--- src/rtl/wburst_pkg.sv ---
package wburst_pkg;
  parameter int ADDR_W = 21;
  parameter int BANK_W = 3;
  parameter int MAX_WL = 8;
  parameter int MAX_BL = 8;

  localparam int WL_W   = $clog2(MAX_WL);
  localparam int DUE_W  = WL_W + 2;
  localparam int PAIR_W = $clog2(MAX_BL / 2);
  localparam int BEAT_W = $clog2(MAX_BL);

  // one write waiting for its latency to run out
  typedef struct packed {
    logic [ADDR_W-1:0] addr;
    logic [BANK_W-1:0] bank;
    logic [1:0]        dm;
    logic [PAIR_W-1:0] lastPair;
    logic [DUE_W-1:0]  due;
  } pend_t;

  // control to datapath: capture the current pair and tag it
  typedef struct packed {
    logic              take;
    logic [ADDR_W-1:0] addr;
    logic [BANK_W-1:0] bank;
    logic [BEAT_W-1:0] beat;
    logic [1:0]        mask;
    logic              last;
  } strobe_t;

  // burst select to index of the final pair
  function automatic logic [PAIR_W-1:0] lastPairOf(input logic [1:0] sel);
    case (sel)
      2'd0:    return PAIR_W'(0);
      2'd1:    return PAIR_W'(1);
      default: return PAIR_W'(3);
    endcase
  endfunction
endpackage

--- src/rtl/wburst_cmdq.sv ---
module wburst_cmdq
  import wburst_pkg::*;
#(
  parameter int DEPTH = 8
) (
  input  logic  clk,
  input  logic  rstN,
  input  logic  push,
  input  pend_t pushData,
  input  logic  pop,
  output pend_t head,
  output logic  notEmpty,
  output logic  full
);
  localparam int PTR_W = $clog2(DEPTH);
  localparam int CNT_W = PTR_W + 1;

  pend_t             slots [DEPTH];
  logic [PTR_W-1:0]  wrPtr, rdPtr;
  logic [CNT_W-1:0]  fill;
  logic              doPop, doPush;

  assign notEmpty = (fill != '0);
  assign full     = (fill == CNT_W'(DEPTH));
  assign doPop    = pop && notEmpty;
  assign doPush   = push && (!full || doPop);
  assign head     = slots[rdPtr];

  always_ff @(posedge clk) begin
    if (doPush) slots[wrPtr] <= pushData;
  end

  always_ff @(posedge clk or negedge rstN) begin
    if (!rstN) begin
      wrPtr <= '0;
      rdPtr <= '0;
      fill  <= '0;
    end else begin
      if (doPush) wrPtr <= (wrPtr == PTR_W'(DEPTH - 1)) ? '0 : wrPtr + 1'b1;
      if (doPop)  rdPtr <= (rdPtr == PTR_W'(DEPTH - 1)) ? '0 : rdPtr + 1'b1;
      case ({doPush, doPop})
        2'b10:   fill <= fill + 1'b1;
        2'b01:   fill <= fill - 1'b1;
        default: fill <= fill;
      endcase
    end
  end
endmodule

--- src/rtl/wburst_ctrl.sv ---
module wburst_ctrl
  import wburst_pkg::*;
#(
  parameter int QDEPTH = 8
) (
  input  logic              clk,
  input  logic              rstN,
  input  logic              csN,
  input  logic              asN,
  input  logic              weN,
  input  logic              refN,
  input  logic [ADDR_W-1:0] addr,
  input  logic [BANK_W-1:0] bank,
  input  logic [1:0]        dm,
  input  logic [1:0]        burstSel,
  input  logic [WL_W-1:0]   wrLat,
  output strobe_t           stb
);
  logic              isWrite;
  logic [DUE_W-1:0]  tick;
  pend_t             newEntry, head;
  logic              notEmpty, full, headDue;

  logic              actOn;
  logic [PAIR_W-1:0] actPair, actLastPair;
  logic [ADDR_W-1:0] actAddr;
  logic [BANK_W-1:0] actBank;
  logic [1:0]        actDm;

  logic [BEAT_W-1:0] riseBeat, fallBeat, halfBeats;

  // command decode on the rising edge
  assign isWrite = !csN && !asN && !weN && refN;

  always_comb begin
    newEntry.addr     = addr;
    newEntry.bank     = bank;
    newEntry.dm       = dm;
    newEntry.lastPair = lastPairOf(burstSel);
    newEntry.due      = tick + DUE_W'(wrLat) + 1'b1;
  end

  assign headDue = notEmpty && (head.due == tick);

  wburst_cmdq #(.DEPTH(QDEPTH)) u_cmdq (
    .clk     (clk),
    .rstN    (rstN),
    .push    (isWrite),
    .pushData(newEntry),
    .pop     (headDue),
    .head    (head),
    .notEmpty(notEmpty),
    .full    (full)
  );

  always_ff @(posedge clk or negedge rstN) begin
    if (!rstN) begin
      tick        <= '0;
      actOn       <= 1'b0;
      actPair     <= '0;
      actLastPair <= '0;
      actAddr     <= '0;
      actBank     <= '0;
      actDm       <= '0;
    end else begin
      tick <= tick + 1'b1;
      if (headDue) begin
        actOn       <= 1'b1;
        actPair     <= '0;
        actLastPair <= head.lastPair;
        actAddr     <= head.addr;
        actBank     <= head.bank;
        actDm       <= head.dm;
      end else if (actOn) begin
        if (actPair == actLastPair) actOn   <= 1'b0;
        else                        actPair <= actPair + 1'b1;
      end
    end
  end

  // beat indices of the pair now in the capture registers
  assign riseBeat  = {actPair, 1'b0};
  assign fallBeat  = {actPair, 1'b1};
  assign halfBeats = BEAT_W'(actLastPair) + 1'b1;

  always_comb begin
    stb.take    = actOn;
    stb.addr    = actAddr;
    stb.bank    = actBank;
    stb.beat    = riseBeat;
    stb.mask[0] = (riseBeat < halfBeats) ? actDm[0] : actDm[1];
    stb.mask[1] = (fallBeat < halfBeats) ? actDm[0] : actDm[1];
    stb.last    = (actPair == actLastPair);
  end
endmodule

--- src/rtl/wburst_dpath.sv ---
module wburst_dpath
  import wburst_pkg::*;
#(
  parameter int DQ_W = 16
) (
  input  logic              clk,
  input  logic              rstN,
  input  logic [DQ_W-1:0]   dq,
  input  strobe_t           stb,
  output logic              outValid,
  output logic [ADDR_W-1:0] outAddr,
  output logic [BANK_W-1:0] outBank,
  output logic [BEAT_W-1:0] outBeat,
  output logic [DQ_W-1:0]   outRise,
  output logic [DQ_W-1:0]   outFall,
  output logic [1:0]        outMask,
  output logic              outLast
);
  logic [DQ_W-1:0] riseReg, fallReg;

  always_ff @(posedge clk or negedge rstN) begin
    if (!rstN) riseReg <= '0;
    else       riseReg <= dq;
  end

  always_ff @(negedge clk or negedge rstN) begin
    if (!rstN) fallReg <= '0;
    else       fallReg <= dq;
  end

  // merge both edges into one pair in the rising-edge domain
  always_ff @(posedge clk or negedge rstN) begin
    if (!rstN) begin
      outValid <= 1'b0;
      outAddr  <= '0;
      outBank  <= '0;
      outBeat  <= '0;
      outRise  <= '0;
      outFall  <= '0;
      outMask  <= '0;
      outLast  <= 1'b0;
    end else begin
      outValid <= stb.take;
      if (stb.take) begin
        outAddr <= stb.addr;
        outBank <= stb.bank;
        outBeat <= stb.beat;
        outRise <= riseReg;
        outFall <= fallReg;
        outMask <= stb.mask;
        outLast <= stb.last;
      end
    end
  end
endmodule

--- src/rtl/wburst_capture.sv ---
module wburst_capture
  import wburst_pkg::*;
#(
  parameter int DQ_W   = 16,
  parameter int QDEPTH = 8
) (
  input  logic              clk,
  input  logic              rstN,
  input  logic              csN,
  input  logic              asN,
  input  logic              weN,
  input  logic              refN,
  input  logic [ADDR_W-1:0] addr,
  input  logic [BANK_W-1:0] bank,
  input  logic [1:0]        dm,
  input  logic [1:0]        burstSel,
  input  logic [WL_W-1:0]   wrLat,
  input  logic [DQ_W-1:0]   dq,
  output logic              outValid,
  output logic [ADDR_W-1:0] outAddr,
  output logic [BANK_W-1:0] outBank,
  output logic [BEAT_W-1:0] outBeat,
  output logic [DQ_W-1:0]   outRise,
  output logic [DQ_W-1:0]   outFall,
  output logic [1:0]        outMask,
  output logic              outLast
);
  strobe_t stb;

  wburst_ctrl #(.QDEPTH(QDEPTH)) u_ctrl (
    .clk     (clk),
    .rstN    (rstN),
    .csN     (csN),
    .asN     (asN),
    .weN     (weN),
    .refN    (refN),
    .addr    (addr),
    .bank    (bank),
    .dm      (dm),
    .burstSel(burstSel),
    .wrLat   (wrLat),
    .stb     (stb)
  );

  wburst_dpath #(.DQ_W(DQ_W)) u_dpath (
    .clk     (clk),
    .rstN    (rstN),
    .dq      (dq),
    .stb     (stb),
    .outValid(outValid),
    .outAddr (outAddr),
    .outBank (outBank),
    .outBeat (outBeat),
    .outRise (outRise),
    .outFall (outFall),
    .outMask (outMask),
    .outLast (outLast)
  );
endmodule

--- config.mk ---
export PLATFORM = sky130hd
export DESIGN_NAME = wburst_capture
export DESIGN_NICKNAME = d
export VERILOG_FILES = /design/src/rtl/wburst_pkg.sv /design/src/rtl/wburst_cmdq.sv /design/src/rtl/wburst_ctrl.sv /design/src/rtl/wburst_dpath.sv /design/src/rtl/wburst_capture.sv
export SDC_FILE = /design/constraint.sdc
export NUM_CORES = 1
export LEC_CHECK = 0
export BUFFER_PORTS_ARGS = -buffer_cell sky130_fd_sc_hd__buf_2
export CAP_MARGIN = 20
export CORE_MARGIN = 5
export CORE_UTILIZATION = 55
export CTS_BUF_LIST = sky130_fd_sc_hd__clkbuf_8
export CTS_CLUSTER_DIAMETER = 60
export DETAILED_ROUTE_END_ITERATION = 8
export GPL_TIMING_DRIVEN = 0
export PLACE_DENSITY_LB_ADDON = 0.2
export SLEW_MARGIN = 40
export SYNTH_ARGS = -nofsm -noshare
export SYNTH_HDL_FRONTEND = slang
export SYNTH_HIERARCHICAL = 1
export SYNTH_SLANG_ARGS = --single-unit
--- constraint.sdc ---
create_clock -name clk -period 6.2 [get_ports clk]
set_clock_uncertainty 0.2 [all_clocks]
set_input_delay 0 -clock clk [delete_from_list [all_inputs] [get_ports clk]]
set_output_delay 0 -clock clk [all_outputs]
set_load 0.02 [all_outputs]
**Yosys cells after proc, flatten, opt, wreduce, memory -nomap -nowiden**

Memories as Yosys holds them, arrays and structs flattened.
Index checks and enable logic that the tools add are counted.

- $add $sub $neg: 9
- Order comparisons: 2
- Eq/ne operators: 9
- Multiplexer cells: 14
- Reductions and logical operators: 16

Operators with widths:

| cell | number |
|---|---|
| adder 5 x 1 -> 5 bit, second input constant | 2 |
| one-hot mux 4 bit (2 select lines) | 1 |
| two-way mux 1 bit | 7 |
| adder 3 x 1 -> 3 bit, second input constant | 2 |
| == test 3 bit, second input constant | 2 |
| logical AND 1 bit | 6 |
| < comparator 3 bit | 2 |
| two-way mux 2 bit | 3 |
| two-way mux 3 bit | 2 |
| adder 5 x 3 -> 5 bit | 1 |
| == test 5 bit | 1 |
| adder 4 x 1 -> 4 bit, second input constant | 1 |
| == test 2 x 1 -> 1 bit, second input constant | 2 |
| == test 4 bit, second input constant | 1 |
| logical NOT 1 bit | 4 |
| one-hot mux 2 bit (2 select lines) | 1 |
| nonzero test 2 bit | 2 |
| nonzero test 4 bit | 1 |
| subtractor 4 x 1 -> 4 bit, second input constant | 1 |
| adder 2 x 1 -> 3 bit, second input constant | 1 |
| adder 2 x 1 -> 2 bit, second input constant | 1 |
| == test 2 bit | 1 |
| == test 2 bit, second input constant | 1 |
| logical NOT 2 bit | 1 |
| other kinds (3) | 3 |

- Register bits after elaboration: 140
- RAM bits: 264
- Input bits: 53
- Output and inout port bits: 63
- Logic and storage cells: 71
- Memories: 1

Memory list:

| name | words | bits a word | rd ports | clocked after memory_dff | write ports | RTL line | RTL |
|---|---|---|---|---|---|---|---|
| u_ctrl.u_cmdq.slots | 8 | 33 | 1 | 0 | 1 | wburst_cmdq.sv:18 | `pend_t slots [DEPTH];` |

**Longest topological paths before layout**

Gate-level depths: netlist of the first run.
An unclocked memory read counts as a cell.

- Depth in word-level cells: 8
- Gate-level depth with buffers: 15

**Modules after synthesis**

Netlist of the first run, hierarchy kept.

By module, submodules not included:

| module | times used | cells an instance | area an instance (sq um) | seq. area each (sq um) |
|---|---|---|---|---|
| wburst_cmdq | 1 | 450 | 10607.7 | 8177.8 |
| wburst_dpath | 1 | 164 | 3432.0 | 2377.3 |
| wburst_ctrl | 1 | 130 | 1717.9 | 900.9 |

==> impl_metrics.yaml, run 1 <==
status:
  status: "complete, no violations"
clock_network:
  cts_resized: 0
  hold_buffers: 72
  h-tree-depth: 3
  clk_latency_ns: 0.58
  cts_tree: "done"
  clkTransAtPathRegs_ns: 0.06
  clock_sinks: 405
  cts-root-buf: "clkbuf_8"
  post_cts_buffers: 0
  cts_inserted_buffers: 67
  clk_path_buf_depth: 3
sta:
  finalWorstSetupSlack_ns: 1.08
  max_slew_margin_pct: 41.0
  setup_viol_count_final: 0
  max_freq_mhz: 195
  finalHoldViolCount: 0
  worstMarginPinSlew_ns: 0.885
  period_share_pct: 82.6
  finalMaxSlewViolations: 0
  rsz0062_at_grt: "no"
  whs_ns: 0.0131
  finalCriticalPeriod_ns: 5.12
routing:
  antenna_left: 0
  drc: 0
  viasPerCell: 5.46
  wl_per_cell_um: 21.5
  drt_pre_antenna_iters: 5
  num_vias: 8096
  drt_wl_total_mm: 31.9
  drtIter0Drc: 559
global_route:
  grt_max_degree: 64
  grt_pass1_vias: 8898
  track_usage_pct: 20.6
  grt_pass1_wl_mm: 50.0
  antenna_found_initial: 0
  grt_util_met1_pct: 26.4
  grt_busiest_layer: "met2"
  grt_overflow: 0
  met2_usage_pct: 36.0
  grt_use_met3_pct: 3.88
hold_path:
  hold_class: "in2reg"
  min-delay-start: "addr[5]"
die:
  die_x_um: 179
  die_area_um2: 32100
  io_pins: 116
  row_count: 62
  coreArea_um2: 28500
  die_h_um: 179
  initial_utilization_pct: 55.3
place:
  dp_hpwl_mm: 21.3
  dp_slack_ns: 1.04
  io_buffers: 115
  gp_congestion: 0.733
  dpl_cell_area_um2: 17300
setup_path:
  cp_max_fo: 12
  worstSetupStartpoint: "u_ctrl/u_cmdq/rdPtr[1]"
  startpoint_type: "flop"
  endpoint_kind: "flop"
  worstPathRequired_ns: 6.28
  arrival_ns: 5.20
  r2r-start: "u_ctrl/u_cmdq/rdPtr[1]"
  worstSetupPathType: "reg2reg"
power_and_ir_drop:
  power_per_cell_area_nw_per_um2: 407
  cellLeakagePower_nw: 7.54
  fin_total_pwr_mw: 7.86
  peakVddDrop_mv: 0.217
cells_and_area:
  nets: 1114
  post-route-util_pct: 67.8
  num_antenna_cells: 0
  n_fill_cell: 1852
  drive_gt1_share_pct: 43.1
  area_growth_pct: 22.5
  final_area_um2: 19300
synth:
  synth_area_um2: 15800
  synthCells: 743
  avgSynthCellArea_um2: 21.2
  syn-num-nets: 813
  synth_warnings: 6
job:
  drv_cap: 0
-- per-stage QoR --
step           setup TNS (ns)  instances
5_1_grt                     0       1482
2_1_floorplan               0        743
6_report                    0       1482
3_5_place_dp                0       1286
3_3_place_gp          -477.42       1242
4_1_cts                     0       1481
-- flip-flops by register name (all words and copies together), names as in the netlist --
register,flops
u_dpath/outAddr,21
u_ctrl/actOn,1
u_dpath/outMask,2
u_ctrl/u_cmdq/slots,264
u_ctrl/actDm,2
u_ctrl/actAddr,21
u_ctrl/u_cmdq/rdPtr,3
u_ctrl/actPair,2
u_dpath/fallReg,16
u_dpath/outLast,1
u_ctrl/u_cmdq/wrPtr,3
u_ctrl/tick,5
u_dpath/outRise,16
u_dpath/outFall,16
u_ctrl/u_cmdq/fill,4
u_dpath/outValid,1
u_ctrl/actLastPair,2
u_ctrl/actBank,3
u_dpath/outBank,3
u_dpath/outBeat,3
u_dpath/riseReg,16
-- metal layers --
layer | up-vias | routed length [um]
met4 | 0 | 504
met3 | 39 | 1830
met1 | 4281 | 13000
li1 | 3527 | -
met5 | - | 0
met2 | 249 | 16500
-- cell type report --
type                            instances  area [um^2]  share of cell area, %
Tap cell                              384          480                   2.49
Multi-Input combinational cell        288         4010                   20.8
Clock buffer                           71          977                   5.06
Sequential cell                       405        11500                   59.4
Timing Repair Buffer                  232         1740                   9.00
Inverter                               17         63.8                  0.331
Buffer                                 33          288                   1.49
Clock inverter                         52          280                   1.45
-- placed cells by master, fill, tap and decap left out, drive strengths merged, types with 2 or more instances in the layout --
master	n
edfxtp	264
buf	185
mux2	130
dfrtp	125
clkbuf	79
dlygate4sd3	72
mux4	66
inv	49
dfrtn	16
ha	15
clkinv	15
xnor2	10
xor2	6
a21oi	6
nand3	5
nand2	5
o21ai	5
nor2	5
nor3	5
nor3b	4
clkinvlp	3
a21o	3
nand2b	3
bufinv	2
nor2b	2
mux2i	2
fa	2
o211ai	2
nor4b	2
or4b	2
-- worst max-delay path, cell delays in order (launching register included) --
cell and delay, ns:
dfrtp_1 0.41, buf_2 0.33, buf_1 0.61, mux4_2 0.41
mux2_2 0.29, xnor2_1 0.17, nand4_1 0.15, nor3_4 0.39
buf_6 0.27, o21ai_4 0.16, nor3_2 0.53, buf_4 0.28
buf_2 0.23, buf_4 0.20, buf_2 0.17
-- final timing paths --
kind	slack, ns	endpoint	cells after the start
min reg2reg	0.28	u_dpath/outRise[14]	1
min in group asynchronous	0.44	u_dpath/outAddr[7]	4
max	1.08	u_ctrl/u_cmdq/slots[1][14]	14
max in group asynchronous	1.26	u_dpath/fallReg[15]	6
max reg2reg	1.08	u_ctrl/u_cmdq/slots[1][14]	14
min	0.01	u_ctrl/u_cmdq/slots[6][17]	2
-- where the power goes --
part           total, mW  internal [mW]  switching [mW]  leakage, nW
clock               2.17           1.15            1.02        0.753
sequential          3.51           3.25           0.254         4.09
combinational       2.18           1.15            1.03         2.69
total               7.86           5.55            2.31         7.54
Power figures use the tool's default switching activity.
==> run 2: changes to the inputs <==
--- a/config.mk
+++ b/config.mk
@@ -5,6 +5,7 @@
 export SDC_FILE = /design/constraint.sdc
 export NUM_CORES = 1
 export LEC_CHECK = 0
+export ABC_AREA = 1
 export BUFFER_PORTS_ARGS = -buffer_cell sky130_fd_sc_hd__buf_2
 export CAP_MARGIN = 20
 export CORE_MARGIN = 5
==> constraint.sdc (replaced) <==
create_clock -name clk -period 4.85 [get_ports clk]
set_clock_uncertainty 0.2 [all_clocks]
set_input_delay 0 -clock clk [delete_from_list [all_inputs] [get_ports clk]]
set_output_delay 0 -clock clk [all_outputs]
set_load 0.02 [all_outputs]
==> run 2 against run 1 <==
Effect of this change:
- largest power group unchanged
- non-clock buffer count rose by 18
- wire length rose by 21%
- largest cell class unchanged
- clock-buffer cell count rose by 7
- design area rose by 7.8%
- highest routed layer unchanged
- critical path type unchanged
==> impl_metrics.yaml, run 2 <==
place:
  dp_slack_ns: 0.587
  dp_hpwl_mm: 26.2
  dp.cells: 2290
  gp_congestion: 0.830
  io_buffers: 115
global_route:
  track_usage_pct: 22.2
  grt_pass1_vias: 12100
  grt_pass1_wl_mm: 62.5
  grt_overflow: 0
  antenna_found_initial: 0
  grt_max_degree: 71
setup_path:
  cp_max_fo: 10
  arrival_ns: 4.53
  worstSetupPathType: "reg2reg"
  endpoint_kind: "flop"
  worstPathRequired_ns: 5.11
  startpoint_type: "flop"
sta:
  period_share_pct: 88.1
  finalCriticalPeriod_ns: 4.27
  finalHoldViolCount: 0
  rsz0062_at_grt: "no"
  finalWorstSetupSlack_ns: 0.578
  finalMaxSlewViolations: 0
  max_slew_margin_pct: 52.6
  max_freq_mhz: 234
  worstMarginPinSlew_ns: 0.709
  setup_viol_count_final: 0
clock_network:
  cts-root-buf: "clkbuf_8"
  cts_tree: "done"
  post_cts_buffers: 0
  h-tree-depth: 3
  clk_latency_ns: 0.57
  hold_buffers: 69
  clkTransAtPathRegs_ns: 0.06
  cts_resized: 0
  clock_sinks: 405
  cts_inserted_buffers: 67
  clk_path_buf_depth: 3
die:
  die_x_um: 187
  coreArea_um2: 30700
  die_h_um: 187
  io_pins: 116
  die_area_um2: 35000
  row_count: 64
  initial_utilization_pct: 56.1
cells_and_area:
  final_cell_mix: "723 x nand2_1, 274 x nor2_1, 264 x edfxtp_1, 185 x inv_1, 138 x buf_2"
  num_antenna_cells: 0
  area_growth_pct: 20.6
  mostFrequentLayoutCell: "nand2_1"
  drive_gt1_share_pct: 15.3
  largest-register: "u_ctrl/u_cmdq/slots"
  nets: 2102
  largest_reg_flops: 264
  finalNonFillerCells: 2478
  reg_top3: "u_ctrl/u_cmdq/slots x264, u_ctrl/actAddr x21, u_dpath/outAddr x21"
routing:
  num_vias: 12100
  wl_per_cell_um: 15.6
  viasPerCell: 4.90
  drt_wl_total_mm: 38.5
  antenna_left: 0
  drt_pre_antenna_iters: 6
  drc: 0
  drtIter0Drc: 1116
synth:
  synthCells: 1761
  avgSynthCellArea_um2: 9.79
  syn-num-nets: 1831
  synth_area_um2: 17200
  synth_warnings: 6
power_and_ir_drop:
  p_comb_share_pct: 32.4
  internal-power_mw: 6.73
  cellLeakagePower_nw: 9.85
  clockPowerShare_pct: 26.4
  seq_power_share_pct: 41.2
  p_sw_mw: 3.77
  peakVddDrop_mv: 0.276
  switching_share_pct: 35.9
  fin_total_pwr_mw: 10.5
  power_per_cell_area_nw_per_um2: 505
job:
  drv_cap: 0
hold_path:
  hold_class: "in2reg"
status:
  status: "complete, no violations"
-- run 2: changes by cell type in the layout (fill, tap and decap cells not counted), moves of 8 or more --
cell and delta:
mux2_4 -63, mux2_2 -64, nand3_1 +10, buf_6 +22
nand2_1 +718, nand4_1 +29, nor2_1 +271, inv_1 +138
buf_4 -13, xnor2_1 -8, buf_16 +10, mux4_2 -66
clkbuf_8 +8
-- run 2: stage by stage --
step	hold slack [ns]	utilization [%]	TNS [ns]	instance area (um^2)
floorplan	-0.496	-	0	17200
global placement	-0.0790	59.6	-298.63	18300
detailed placement	-0.349	61.3	0	18800
CTS	0.000526	67.6	0	20800
global route	0.0186	67.6	0	20800
finish	0.0275	67.6	0	20800
-- run 2: power groups by stage --
stage	clock (mW)	sequential, mW	combinational (mW)
after floorplan	0	4.62	2.02
final	2.77	4.33	3.40
after global routing	3.01	4.38	3.79
after CTS	2.84	4.33	3.41
after global placement	0	4.38	3.22
after detailed placement	0	4.39	3.34
-- run 2: path summary, 6_finish.rpt --
kind	end	depth (start not counted)	slack (ns)	startpoint
setup reg to reg	u_ctrl/u_cmdq/fill[3]	24	0.58	u_ctrl/u_cmdq/rdPtr[1]
min in group asynchronous	u_ctrl/actAddr[1]	4	0.27	rstN
hold reg to reg	u_dpath/outRise[9]	2	0.25	u_dpath/riseReg[9]
max in group asynchronous	u_dpath/fallReg[6]	6	0.99	rstN
hold / removal	u_ctrl/u_cmdq/slots[6][29]	2	0.03	addr[17]
setup / recovery	u_ctrl/u_cmdq/fill[3]	24	0.58	u_ctrl/u_cmdq/rdPtr[1]
-- run 2: area by class of cell --
type,count,area [um^2]
clock inverter,41,185
inverter,174,658
sequential,405,11500
multi-input combinational,1101,4540
fill,2360,9950
clock buffer,78,1070
buffer,81,648
timing repair buffer,202,1740
tap,396,495
-- run 2: worst max-delay path: stages (launching register included) --
cell,delay [ns]
dfrtp_1,0.34
buf_2,0.25
clkbuf_1,0.54
nor2_1,0.12
nand2_1,0.09
nand2_1,0.05
nand2_1,0.05
nand2_1,0.10
nand2_1,0.09
nand2_1,0.06
nor2_2,0.17
nand3_2,0.19
buf_6,0.19
inv_1,0.07
inv_1,0.04
nand4_1,0.17
nand2_1,0.13
buf_4,0.23
ha_1,0.25
ha_1,0.30
or2_2,0.29
nand2_1,0.07
nand2_1,0.04
nand3_1,0.06
nand2_1,0.04
-- run 2: per-layer routing --
metal | up-vias | global-route usage [%] | routed length (um)
met5 | - | 0 | 0
met4 | 0 | 7.14 | 832
met3 | 76 | 4.37 | 2900
met2 | 433 | 37.6 | 18700
met1 | 5600 | 29.0 | 16100
li1 | 6021 | - | -
